===== src/rtl/srx_pkg.sv =====
package srx_pkg;

    localparam int MAXW = 8;

    typedef struct packed {
        logic            brk;
        logic            ovr;
        logic            perr;
        logic            ferr;
        logic [MAXW-1:0] data;
    } rx_entry_t;

    typedef enum logic [2:0] {
        RX_IDLE,
        RX_START,
        RX_DATA,
        RX_PAR,
        RX_STOP,
        RX_HOLD
    } rx_phase_e;

endpackage


===== src/rtl/srx_sync.sv =====
module srx_sync #(
    parameter int   STAGES  = 2,
    parameter logic RST_VAL = 1'b1
) (
    input  logic clk,
    input  logic rst_n,
    input  logic d_i,
    output logic q_o
);
    logic [STAGES-1:0] sh_d, sh_q;

    generate
        if (STAGES == 1) begin : g_one
            always_comb sh_d = d_i;
        end else begin : g_many
            always_comb sh_d = {sh_q[STAGES-2:0], d_i};
        end
    endgenerate

    always_ff @(posedge clk or negedge rst_n) begin
        if (!rst_n) sh_q <= {STAGES{RST_VAL}};
        else        sh_q <= sh_d;
    end

    assign q_o = sh_q[STAGES-1];
endmodule


===== src/rtl/srx_deframer.sv =====
module srx_deframer
    import srx_pkg::*;
#(
    parameter int OVS = 16
) (
    input  logic       clk,
    input  logic       rst_n,
    input  logic       line_i,
    input  logic       tick_i,
    input  logic [1:0] len_i,
    input  logic       two_stop_i,
    input  logic       par_en_i,
    input  logic       par_odd_i,
    output logic       done_o,
    output rx_entry_t  frame_o
);
    localparam int TW   = $clog2(OVS);
    localparam int HALF = OVS / 2;

    typedef struct packed {
        rx_phase_e       ph;
        logic [TW-1:0]   tcnt;
        logic [2:0]      bidx;
        logic [MAXW-1:0] shreg;
        logic            pacc;
        logic            allz;
        logic            perr;
        logic            ferr;
        logic            sidx;
        logic            done;
    } dfr_t;

    dfr_t s_d, s_q;
    logic bit_due;
    logic last_bit;

    assign bit_due  = (s_q.tcnt == TW'(OVS - 1));
    assign last_bit = (s_q.bidx == (3'(len_i) + 3'd4));

    always_comb begin
        s_d      = s_q;
        s_d.done = 1'b0;
        if (tick_i) begin
            case (s_q.ph)
                RX_IDLE: begin
                    if (!line_i) begin
                        s_d.ph   = RX_START;
                        s_d.tcnt = '0;
                    end
                end
                RX_START: begin
                    if (s_q.tcnt == TW'(HALF - 1)) begin
                        s_d.tcnt = '0;
                        if (!line_i) begin
                            s_d.ph    = RX_DATA;
                            s_d.bidx  = '0;
                            s_d.shreg = '0;
                            s_d.pacc  = 1'b0;
                            s_d.allz  = 1'b1;
                            s_d.perr  = 1'b0;
                            s_d.ferr  = 1'b0;
                            s_d.sidx  = 1'b0;
                        end else begin
                            s_d.ph = RX_IDLE;
                        end
                    end else begin
                        s_d.tcnt = s_q.tcnt + 1'b1;
                    end
                end
                RX_DATA: begin
                    if (bit_due) begin
                        s_d.tcnt              = '0;
                        s_d.shreg[s_q.bidx]   = line_i;
                        s_d.pacc              = s_q.pacc ^ line_i;
                        s_d.allz              = s_q.allz & ~line_i;
                        if (last_bit) begin
                            s_d.ph = par_en_i ? RX_PAR : RX_STOP;
                        end else begin
                            s_d.bidx = s_q.bidx + 3'd1;
                        end
                    end else begin
                        s_d.tcnt = s_q.tcnt + 1'b1;
                    end
                end
                RX_PAR: begin
                    if (bit_due) begin
                        s_d.tcnt = '0;
                        s_d.perr = (line_i != (s_q.pacc ^ par_odd_i));
                        s_d.allz = s_q.allz & ~line_i;
                        s_d.ph   = RX_STOP;
                    end else begin
                        s_d.tcnt = s_q.tcnt + 1'b1;
                    end
                end
                RX_STOP: begin
                    if (bit_due) begin
                        s_d.tcnt = '0;
                        s_d.ferr = s_q.ferr | ~line_i;
                        s_d.allz = s_q.allz & ~line_i;
                        if (two_stop_i && !s_q.sidx) begin
                            s_d.sidx = 1'b1;
                        end else begin
                            s_d.done = 1'b1;
                            s_d.ph   = line_i ? RX_IDLE : RX_HOLD;
                        end
                    end else begin
                        s_d.tcnt = s_q.tcnt + 1'b1;
                    end
                end
                RX_HOLD: begin
                    if (line_i) s_d.ph = RX_IDLE;
                end
                default: s_d.ph = RX_IDLE;
            endcase
        end
    end

    always_ff @(posedge clk or negedge rst_n) begin
        if (!rst_n) begin
            s_q    <= '0;
            s_q.ph <= RX_IDLE;
        end else begin
            s_q <= s_d;
        end
    end

    assign done_o        = s_q.done;
    assign frame_o.brk   = s_q.allz;
    assign frame_o.ovr   = 1'b0;
    assign frame_o.perr  = s_q.perr;
    assign frame_o.ferr  = s_q.ferr;
    assign frame_o.data  = s_q.shreg;
endmodule


===== src/rtl/srx_fifo.sv =====
module srx_fifo
    import srx_pkg::*;
#(
    parameter int DEPTH = 16
) (
    input  logic      clk,
    input  logic      rst_n,
    input  logic      push_i,
    input  rx_entry_t wdata_i,
    input  logic      pop_i,
    output rx_entry_t rdata_o,
    output logic      empty_o,
    output logic      full_o
);
    localparam int AW = $clog2(DEPTH);

    typedef struct packed {
        logic [AW:0] wp;
        logic [AW:0] rp;
    } ptr_t;

    ptr_t      p_d, p_q;
    rx_entry_t mem_q [DEPTH];
    logic      pop_ok;
    logic      push_ok;

    assign empty_o = (p_q.wp == p_q.rp);
    assign full_o  = (p_q.wp[AW] != p_q.rp[AW]) &&
                     (p_q.wp[AW-1:0] == p_q.rp[AW-1:0]);
    assign pop_ok  = pop_i && !empty_o;
    assign push_ok = push_i && (!full_o || pop_ok);

    always_comb begin
        p_d = p_q;
        if (push_ok) p_d.wp = p_q.wp + 1'b1;
        if (pop_ok)  p_d.rp = p_q.rp + 1'b1;
    end

    always_ff @(posedge clk or negedge rst_n) begin
        if (!rst_n) p_q <= '0;
        else        p_q <= p_d;
    end

    always_ff @(posedge clk) begin
        if (push_ok) mem_q[p_q.wp[AW-1:0]] <= wdata_i;
    end

    assign rdata_o = mem_q[p_q.rp[AW-1:0]];
endmodule


===== src/rtl/serial_rx_stat.sv =====
module serial_rx_stat
    import srx_pkg::*;
#(
    parameter int DEPTH       = 16,
    parameter int OVS         = 16,
    parameter int SYNC_STAGES = 2
) (
    input  logic       clk,
    input  logic       rst_n,
    input  logic       rxd,
    input  logic       os_tick,
    input  logic [1:0] cfg_len,
    input  logic       cfg_two_stop,
    input  logic       cfg_par_en,
    input  logic       cfg_par_odd,
    input  logic       rd_en,
    output logic [7:0] rd_data,
    output logic       rd_brk,
    output logic       rd_ovr,
    output logic       rd_par,
    output logic       rd_frm,
    output logic       empty,
    output logic       full
);
    typedef struct packed {
        logic ovr_pend;
    } top_t;

    top_t      t_d, t_q;
    logic      line_s;
    logic      frame_done;
    rx_entry_t frame;
    rx_entry_t wentry;
    rx_entry_t head;
    logic      fifo_push;
    logic      pop_ok;

    srx_sync #(.STAGES(SYNC_STAGES), .RST_VAL(1'b1)) i_sync (
        .clk   (clk),
        .rst_n (rst_n),
        .d_i   (rxd),
        .q_o   (line_s)
    );

    srx_deframer #(.OVS(OVS)) i_dfr (
        .clk        (clk),
        .rst_n      (rst_n),
        .line_i     (line_s),
        .tick_i     (os_tick),
        .len_i      (cfg_len),
        .two_stop_i (cfg_two_stop),
        .par_en_i   (cfg_par_en),
        .par_odd_i  (cfg_par_odd),
        .done_o     (frame_done),
        .frame_o    (frame)
    );

    assign pop_ok    = rd_en && !empty;
    assign fifo_push = frame_done && (!full || pop_ok);

    always_comb begin
        wentry     = frame;
        wentry.ovr = t_q.ovr_pend;
        t_d        = t_q;
        if (fifo_push)       t_d.ovr_pend = 1'b0;
        else if (frame_done) t_d.ovr_pend = 1'b1;
    end

    always_ff @(posedge clk or negedge rst_n) begin
        if (!rst_n) t_q <= '0;
        else        t_q <= t_d;
    end

    srx_fifo #(.DEPTH(DEPTH)) i_fifo (
        .clk     (clk),
        .rst_n   (rst_n),
        .push_i  (fifo_push),
        .wdata_i (wentry),
        .pop_i   (rd_en),
        .rdata_o (head),
        .empty_o (empty),
        .full_o  (full)
    );

    assign rd_data = head.data;
    assign rd_brk  = head.brk;
    assign rd_ovr  = head.ovr;
    assign rd_par  = head.perr;
    assign rd_frm  = head.ferr;
endmodule


===== config.mk =====
export PLATFORM = sky130hd
export DESIGN_NAME = serial_rx_stat
export DESIGN_NICKNAME = d
export VERILOG_FILES = /design/src/rtl/srx_pkg.sv /design/src/rtl/srx_sync.sv /design/src/rtl/srx_deframer.sv /design/src/rtl/srx_fifo.sv /design/src/rtl/serial_rx_stat.sv
export SDC_FILE = /design/constraint.sdc
export NUM_CORES = 1
export LEC_CHECK = 0
export ABC_AREA = 1
export BUFFER_PORTS_ARGS = -buffer_cell sky130_fd_sc_hd__buf_2
export CAP_MARGIN = 25
export CORE_MARGIN = 4
export CORE_UTILIZATION = 35
export DETAILED_ROUTE_END_ITERATION = 12
export PLACE_DENSITY_LB_ADDON = 0.12
export SLEW_MARGIN = 15
export SYNTH_ARGS = -nofsm -noshare
export SYNTH_HDL_FRONTEND = slang
export SYNTH_SLANG_ARGS = --single-unit

===== constraint.sdc =====
create_clock -name clk -period 3.45 [get_ports clk]
set_clock_uncertainty 0.2 [all_clocks]
set_input_delay 0.1725 -clock clk [delete_from_list [all_inputs] [get_ports clk]]
set_output_delay 0.1725 -clock clk [all_outputs]
set_load 0.1 [all_outputs]

# Word-level counts from Yosys, hierarchy flattened
# Memories as Yosys holds them, arrays and structs flattened.
# Cells that the tools add are included.
# totals
memories	1
out_inout_bits	14
mem_bits_rw	192
word_cells	113
register_bits	37
in_bits	10
# memory_table
memory	depth	width	rd	rd_clocked_by_memory_dff	wr	line_no	rtl
i_fifo.mem_q	16	12	1	0	1	srx_fifo.sv:23	rx_entry_t mem_q [DEPTH];
# op_classes
n_reduce_logical	26
bitwise	5
n_eq_ne	23
addsub	5
mux	37
order_cmp	2
# ops
cell	n
3-bit two-way mux	11
16-bit two-way mux	2
12-bit one-hot mux with 2 select lines	1
3-bit one-hot mux with 6 select lines	1
5-bit AND reduction	3
13-bit two-way mux	1
2-bit by 1-bit inequality test with 1-bit output (second input constant)	6
4-bit one-hot mux with 3 select lines	1
6-bit AND reduction	2
5-bit by 1-bit adder with 5-bit output (second input constant)	2
1-bit two-way mux	10
2-bit inequality test (second input constant)	5
9-bit AND reduction	1
8-bit bitwise mux	1
4-bit two-way mux	2
2-bit nonzero test	4
7-bit two-way mux	1
7-bit AND reduction	1
3-bit by 2-bit equality test with 1-bit output (second input constant)	2
3-bit equality test (second input constant)	2
1-bit logical AND	6
5-bit equality test	1
4-bit by 1-bit adder with 4-bit output (second input constant)	1
4-bit by 3-bit equality test with 1-bit output (second input constant)	1
25 further kinds	30

# Logic depth before layout (Yosys ltp)
# Gate-level depths: netlist of run 1.
# logic_depth
word_depth	8
ltp_mapped	11
depth_no_buf	10

# By module
# Synthesis of run 1 repeated with hierarchy kept, for this count alone.
# unflattened
cells_unflattened	964
area_unflattened_um2	10279.9
# modules_own_cells
module	n_inst	seq_area_each_um2	cells_per_inst	area_per_inst_um2
srx_fifo	1	6015.8	707	8363.0
srx_deframer	1	600.6	247	1799.2
serial_rx_stat	1	25.0	8	65.1
srx_sync	1	52.6	2	52.6

# Least setup slack after synthesis of run 1
# No wires, ideal clock.
# synth_path
path_kind	register to output
startpoint	register i_fifo.p_q[1] (netlist name)
endpoint	output full
path_buffers	1
required_ps	3077
slack_ps	975
arrival_time_ps	2102
path_stages_with_launch	8
path_cell_list	dfrtp_1 buf_2 inv_1 nand2_1 nand2_1 nor2_2 nand2_1 nor2_1
# synth_between
elab_chain_cells	2
# synth_lines
item	line_no	rtl
start, declared	srx_fifo.sv:22	ptr_t p_d, p_q;
start signal, assigned	srx_fifo.sv:41	else p_q <= p_d;
4-bit equality test	srx_fifo.sv:29	(p_q.wp[AW-1:0] == p_q.rp[AW-1:0]);
1-bit logical AND	srx_fifo.sv:28	assign full_o = (p_q.wp[AW] != p_q.rp[AW]) &&
end, declared	serial_rx_stat.sv:23	output logic full
# Every way passes these cells.

# Final worst setup path of run 1
# layout_path
startpoint	register i_dfr.s_q[23] (netlist name)
endpoint	register i_dfr.s_q[16] (netlist name)
# layout_between
elab_chain_cells	3
elab_cells_between_ends	9
classes_between	eq/ne (6); mux (1); reduce/logical (2)
# layout_lines
item	line_no	rtl
start, declared	srx_deframer.sv:33	dfr_t s_d, s_q;
3-bit by 2-bit equality test with 1-bit output / 3-bit by 1-bit equality test with 1-bit output (equally long branches)	srx_deframer.sv:44	case (s_q.ph)
2-bit inequality test (no source line) (tied with other cells)	-	
6-bit AND reduction (no source line)	-	
# Several ways; a longest one is shown, not always the timed one.
# A chain may end at the register's enable or synchronous reset.

==> flow_summary.ini, run 1 <==
[yosys]
synthFlopType = edfxtp_1
postSynth.asyncResetShare = 0.162
synth_area_leaders = edfxtp_1 (58%), dfrtp_1 (8.8%), nand2_1 (7.2%)
synth_edf_count = 192
netlist.area_leader.share = 0.579
synthTopCellsByCount = edfxtp_1 (192), nand2_1 (192), nor2_1 (175)
yosysSeqAreaShare = 0.672
synth_nets = 958
yosysWarnings = 0
ys_types = 32
syn_area_um2 = 9960
postSynthCellCount = 941
syn_area_per_cell_um2 = 10.6
ys_ff_latch = 229
yosysTopAreaCell = edfxtp_1

[timing]
fin_hold_ws_ps = 105
tightestPinTransition_ps = 881
setup_viol = 0
finalCriticalPeriod_ps = 3070
rsz0062_at_grt = no
maxSlewHeadroom = 0.413
slew_viol_final = 0
max_freq_mhz = 326
tns_ps = 0
setup_ws_ps = 382
report.final.hold_viol_count = 0
period_share = 0.889

[grt]
antenna_found_initial = 0
track_usage = 0.161
grt_pass1_vias = 6639
overflow = 0
grt_max_degree = 98
grt_pass1_wl_um = 39100

[power_and_ir_drop]
ir_drop_uv = 471
total_power_mw = 10.3
power_density_nw_per_um2 = 880
leakagePower_nw = 4.33

[drt]
routedWlPerCell_um = 18.3
totalWireLength_um = 25200
avgViaCountPerCell = 4.91
drt-initial-drc-count = 492
ant_nets = 0
num_vias = 6778
drc_errors = 0
drtPass1Iterations = 5

[clocking]
cts.clk_slew.worst_paths_ps = 60
clock_path_buffers = 3
clockRootBuffer = clkbuf_16
ctsHtreeMaxLevel = 1
numCtsBuffers = 26
clock_latency_ps = 510
cts_tree = done
clkSinkCount = 229

[worst_setup_path]
critPathLaunchType = flop
cpMostUsedCell = nand2_1
cp_top_family = simple AND/OR/NAND/NOR gates
cpPeakStageDelay_ps = 550
worst-endpoint-arrival_ps = 3260
crit_chain = inv_2, nand2_4, nor2_2, inv_1, nand2_2, nand2_4, nor2_4, nand2_1, nand2_1, nand2_1, dlygate4sd3_1
cp.required_ps = 3640
critPathMaxFanout = 21
cp-end-kind = flop
crit_slowest_cell = dlygate4sd3_1
path_class = reg -> reg
crit_buf_inv = 3

[layout]
fin_area_um2 = 11700
areaGrowthSynthToFinish_pct = 17.8
drive_gt1_frac = 0.107
antenna_cells = 0
nets = 999
utilization = 0.420
fillers = 2728
instances_no_fill = 1380

[floorplan]
die_height_um = 177
rows = 61
io_pins = 24
start_util = 0.356
fp.dieW_um = 177
coreArea_um2 = 27900
die-area_um2 = 31200

[status]
status = complete, no violations

[place]
dp_slack_ps = 811
place.port_buffers = 23
dp_hpwl_um = 15200
place_inst = 1319
routabilityCongestion = 0.777
placedInstanceArea_um2 = 10800

[job]
maxCapViolations = 0

[hold_path]
hp-class = in -> reg
[repair_timing]
action | 4_1_cts | 5_1_grt
endpoints found under the hold margin | 63 | 0
hold buffers | 13 | 0
gates resized for setup | 0 | 0
buffers inserted | 0 | 0
[worst paths after layout]
kind                                 from              to  slack [ps]  cells past startpoint
max                         i_dfr.s_q[23]   i_dfr.s_q[16]         380                     11
min                                   rxd  i_sync.sh_q[0]         100                      2
max reg2reg                 i_dfr.s_q[23]   i_dfr.s_q[16]         380                     11
min reg2reg                i_sync.sh_q[0]  i_sync.sh_q[1]         160                      0
max in group asynchronous           rst_n   i_fifo.p_q[0]        2320                      2
min in group asynchronous           rst_n   i_fifo.p_q[2]         110                      2
[power by group]
part,switching (mW),internal (mW)
Combinational,2.95,1.32
Sequential,0.254,3.13
Clock,1.05,1.63
[layout by cell type, fill, tap and decap left out]
| master | count |
|---|---|
| xor2_1 | 3 |
| buf_2 | 9 |
| clkbuf_16 | 27 |
| nand2_1 | 192 |
| o22ai_1 | 12 |
| nor2_4 | 1 |
| a21oi_1 | 3 |
| nor2_1 | 175 |
| xnor2_1 | 7 |
| dfrtp_2 | 1 |
| clkbuf_1 | 9 |
| nand2_2 | 2 |
| ha_1 | 7 |
| o211ai_1 | 24 |
| dlygate4sd3_1 | 13 |
| clkinvlp_4 | 1 |
| clkinv_2 | 2 |
| buf_4 | 21 |
| inv_2 | 3 |
| nor4b_1 | 1 |
| o21ai_0 | 113 |
| nand4_1 | 8 |
| clkbuf_8 | 9 |
| or2_2 | 3 |
| nor3_1 | 3 |
| dfrtp_4 | 1 |
| inv_1 | 44 |
| dfstp_2 | 2 |
| nand2_4 | 3 |
| buf_12 | 17 |
| nor2_2 | 4 |
| o21ai_1 | 5 |
| dfrtp_1 | 33 |
| or3_1 | 1 |
| a22oi_1 | 1 |
| nand4_2 | 1 |
| edfxtp_1 | 192 |
| nand3_1 | 49 |
[cells by family (layout without fill, tap and decap cells)]
logic type / count (synthesis) / count (layout) / share of synthesized area
fa+ha+maj: 7 / 7 / 0.00880
simple gates: 443 / 443 / 0.182
flops: 229 / 229 / 0.672
xor+xnor: 10 / 10 / 0.00880
buf+inv: 94 / 155 / 0.0403
compound gates: 158 / 158 / 0.0872
[registers in the layout, indices dropped and copies added, names as in the netlist]
register and cells:
i_fifo.p_q 10, i_dfr.done_o 1, i_dfr.s_q 12, i_dfr.frame_o 11
i_sync.sh_q 2, t_q 1, i_fifo.mem_q 192
[final cells by class]
class                           instances  area, µm²  share of cell area
Clock buffer                           45        833              0.0710
Clock inverter                          3       17.5             0.00149
Inverter                               47        176              0.0150
Multi-Input combinational cell        618       2860               0.244
Sequential cell                       229       6700               0.571
Timing Repair Buffer                   60        673              0.0574
Tap cell                              378        473              0.0403
[routing by layer]
metal	up-vias	global-route usage	wire length [µm]
li1	3314	-	-
met3	39	0.0239	1150
met4	0	0.0371	516
met1	3295	0.227	11700
met2	130	0.267	11900
met5	-	0	0
Power figures use the tool's default switching activity.
==> inputs of run 2 (changes only) <==
Clock period 3.45 ns to 3.9 ns, I/O delays scaled along.
==> flow_summary.ini, run 2 (synthesis gave the netlist of run 1 again) <==
[status]
status = complete, no violations

[clocking]
numCtsBuffers = 26
ctsHtreeMaxLevel = 1
clkSinkCount = 229
clockRootBuffer = clkbuf_16
cts_resized = 0
cts.clk_slew.worst_paths_ps = 60
clock_path_buffers = 3
clock_latency_ps = 520
post_cts_buffers = 0
cts_tree = done

[drt]
routedWlPerCell_um = 18.3
ant_nets = 0
num_vias = 6686
drc_errors = 0
drt-initial-drc-count = 542
avgViaCountPerCell = 4.86
drtPass1Iterations = 5
totalWireLength_um = 25200

[layout]
seqCellArea_um2 = 6700
nets = 996
areaGrowthSynthToFinish_pct = 14.9
fillers = 2762
final_cell_mix = nand2_1 (192), edfxtp_1 (192), nor2_1 (175), o21ai_0 (113), nand3_1 (49)
drive_gt1_frac = 0.105
multi_input_area_um2 = 2860
antenna_cells = 0
largest_reg_flops = 192

[grt]
overflow = 0
grt_pass1_wl_um = 39600
track_usage = 0.163
antenna_found_initial = 0
grt_pass1_vias = 6713
grt_max_degree = 101

[job]
maxCapViolations = 0

[worst_setup_path]
cpMostUsedCell = nand2_1
r2r_start = i_fifo.p_q[1]
cp-startpoint = i_fifo.p_q[1]
crit_slowest_cell = inv_1
path_class = reg -> out
cpPeakStageDelay_ps = 540
cp.required_ps = 3500
crit_chain = inv_1, buf_4, o21ai_0, o22ai_1, nand2_1, nand2_1, inv_1, nand2_1, buf_2
worst-endpoint-arrival_ps = 2790
critPathLaunchType = flop
critPathMaxFanout = 21
cp-end-kind = primary output

[place]
dp_slack_ps = 984
routabilityCongestion = 0.769
place.port_buffers = 23
dp_hpwl_um = 15300

[power_and_ir_drop]
leakagePower_nw = 4.23
ir_drop_uv = 488
power_density_nw_per_um2 = 744

[timing]
setup_ws_ps = 713
maxSlewHeadroom = 0.419
rsz0062_at_grt = no
tightestPinTransition_ps = 871
tns_ps = 0
report.final.hold_viol_count = 0
setup_viol = 0
finalCriticalPeriod_ps = 3190
period_share = 0.817
slew_viol_final = 0
max_freq_mhz = 314

[floorplan]
coreArea_um2 = 27900
rows = 61
die-area_um2 = 31200
io_pins = 24
start_util = 0.356
die_height_um = 177
fp.dieW_um = 177

[hold_path]
hp-class = in -> async
[run 2: cell types whose count changed in the layout (fill, tap and decap cells not counted), moves of 2 or more]
cell and delta:
buf_12 -15, buf_2 +14, clkbuf_1 -3, clkbuf_8 -8, clkinv_1 +3, clkinv_2 +6
dlygate4sd3_1 -2
[run 2: metrics by stage]
stage | cells | hold slack, ps | util | power, mW | cell area (µm²)
finish | 1376 | 125 | 0.409 | 8.51 | 11400
global placement | 1317 | 101 | 0.376 | 6.29 | 10500
floorplan | 941 | -301 | - | 5.48 | 9960
global route | 1376 | 118 | 0.409 | 9.02 | 11400
detailed placement | 1318 | 102 | 0.377 | 6.30 | 10500
CTS | 1376 | 96.8 | 0.409 | 8.62 | 11400
[run 2: layout make-up]
cell class                 instances  area share
sequential                       229       0.586
multi-input combinational        618       0.250
clock buffer                      34      0.0623
tap                              378      0.0414
timing repair buffer              57      0.0373
inverter                          47      0.0154
clock inverter                    13     0.00777
[run 2: power breakdown]
part | switching [mW] | internal, mW
Clock | 0.948 | 1.34
Combinational | 2.55 | 0.717
Sequential | 0.182 | 2.77
Total | 3.68 | 4.83
[run 2: final timing paths]
check                      slack [ps]                   end  depth (start not counted)
max reg2reg                       990  i_fifo.mem_q[15][10]                          8
max                               710                rd_frm                          9
min in group clk                  130        i_sync.sh_q[0]                          2
max in group asynchronous        2740         i_fifo.p_q[0]                          2
min                               130         i_fifo.p_q[5]                          2
min reg2reg                       160        i_sync.sh_q[1]                          0
[run 2: what timing repair did]
action | CTS | global route
hold buffers | 11 | 0
setup endpoints to repair | 0 | 0
endpoints found under the hold margin | 62 | 0
[run 2: metal layers]
layer	vias to the layer above	track usage	wire length, µm
met5	-	0	0
li1	3311	-	-
met3	30	0.0209	857
met1	3245	0.246	12800
met4	0	0.0319	404
met2	100	0.256	11100
[run 2: critical path, delay by kind of cell, from the launching register on]
family	cells	cell delay, ps
buffers and inverters	4	1320
DFF	1	400
and+or+nand+nor	3	290
AOI/OAI and AO/OA	2	240
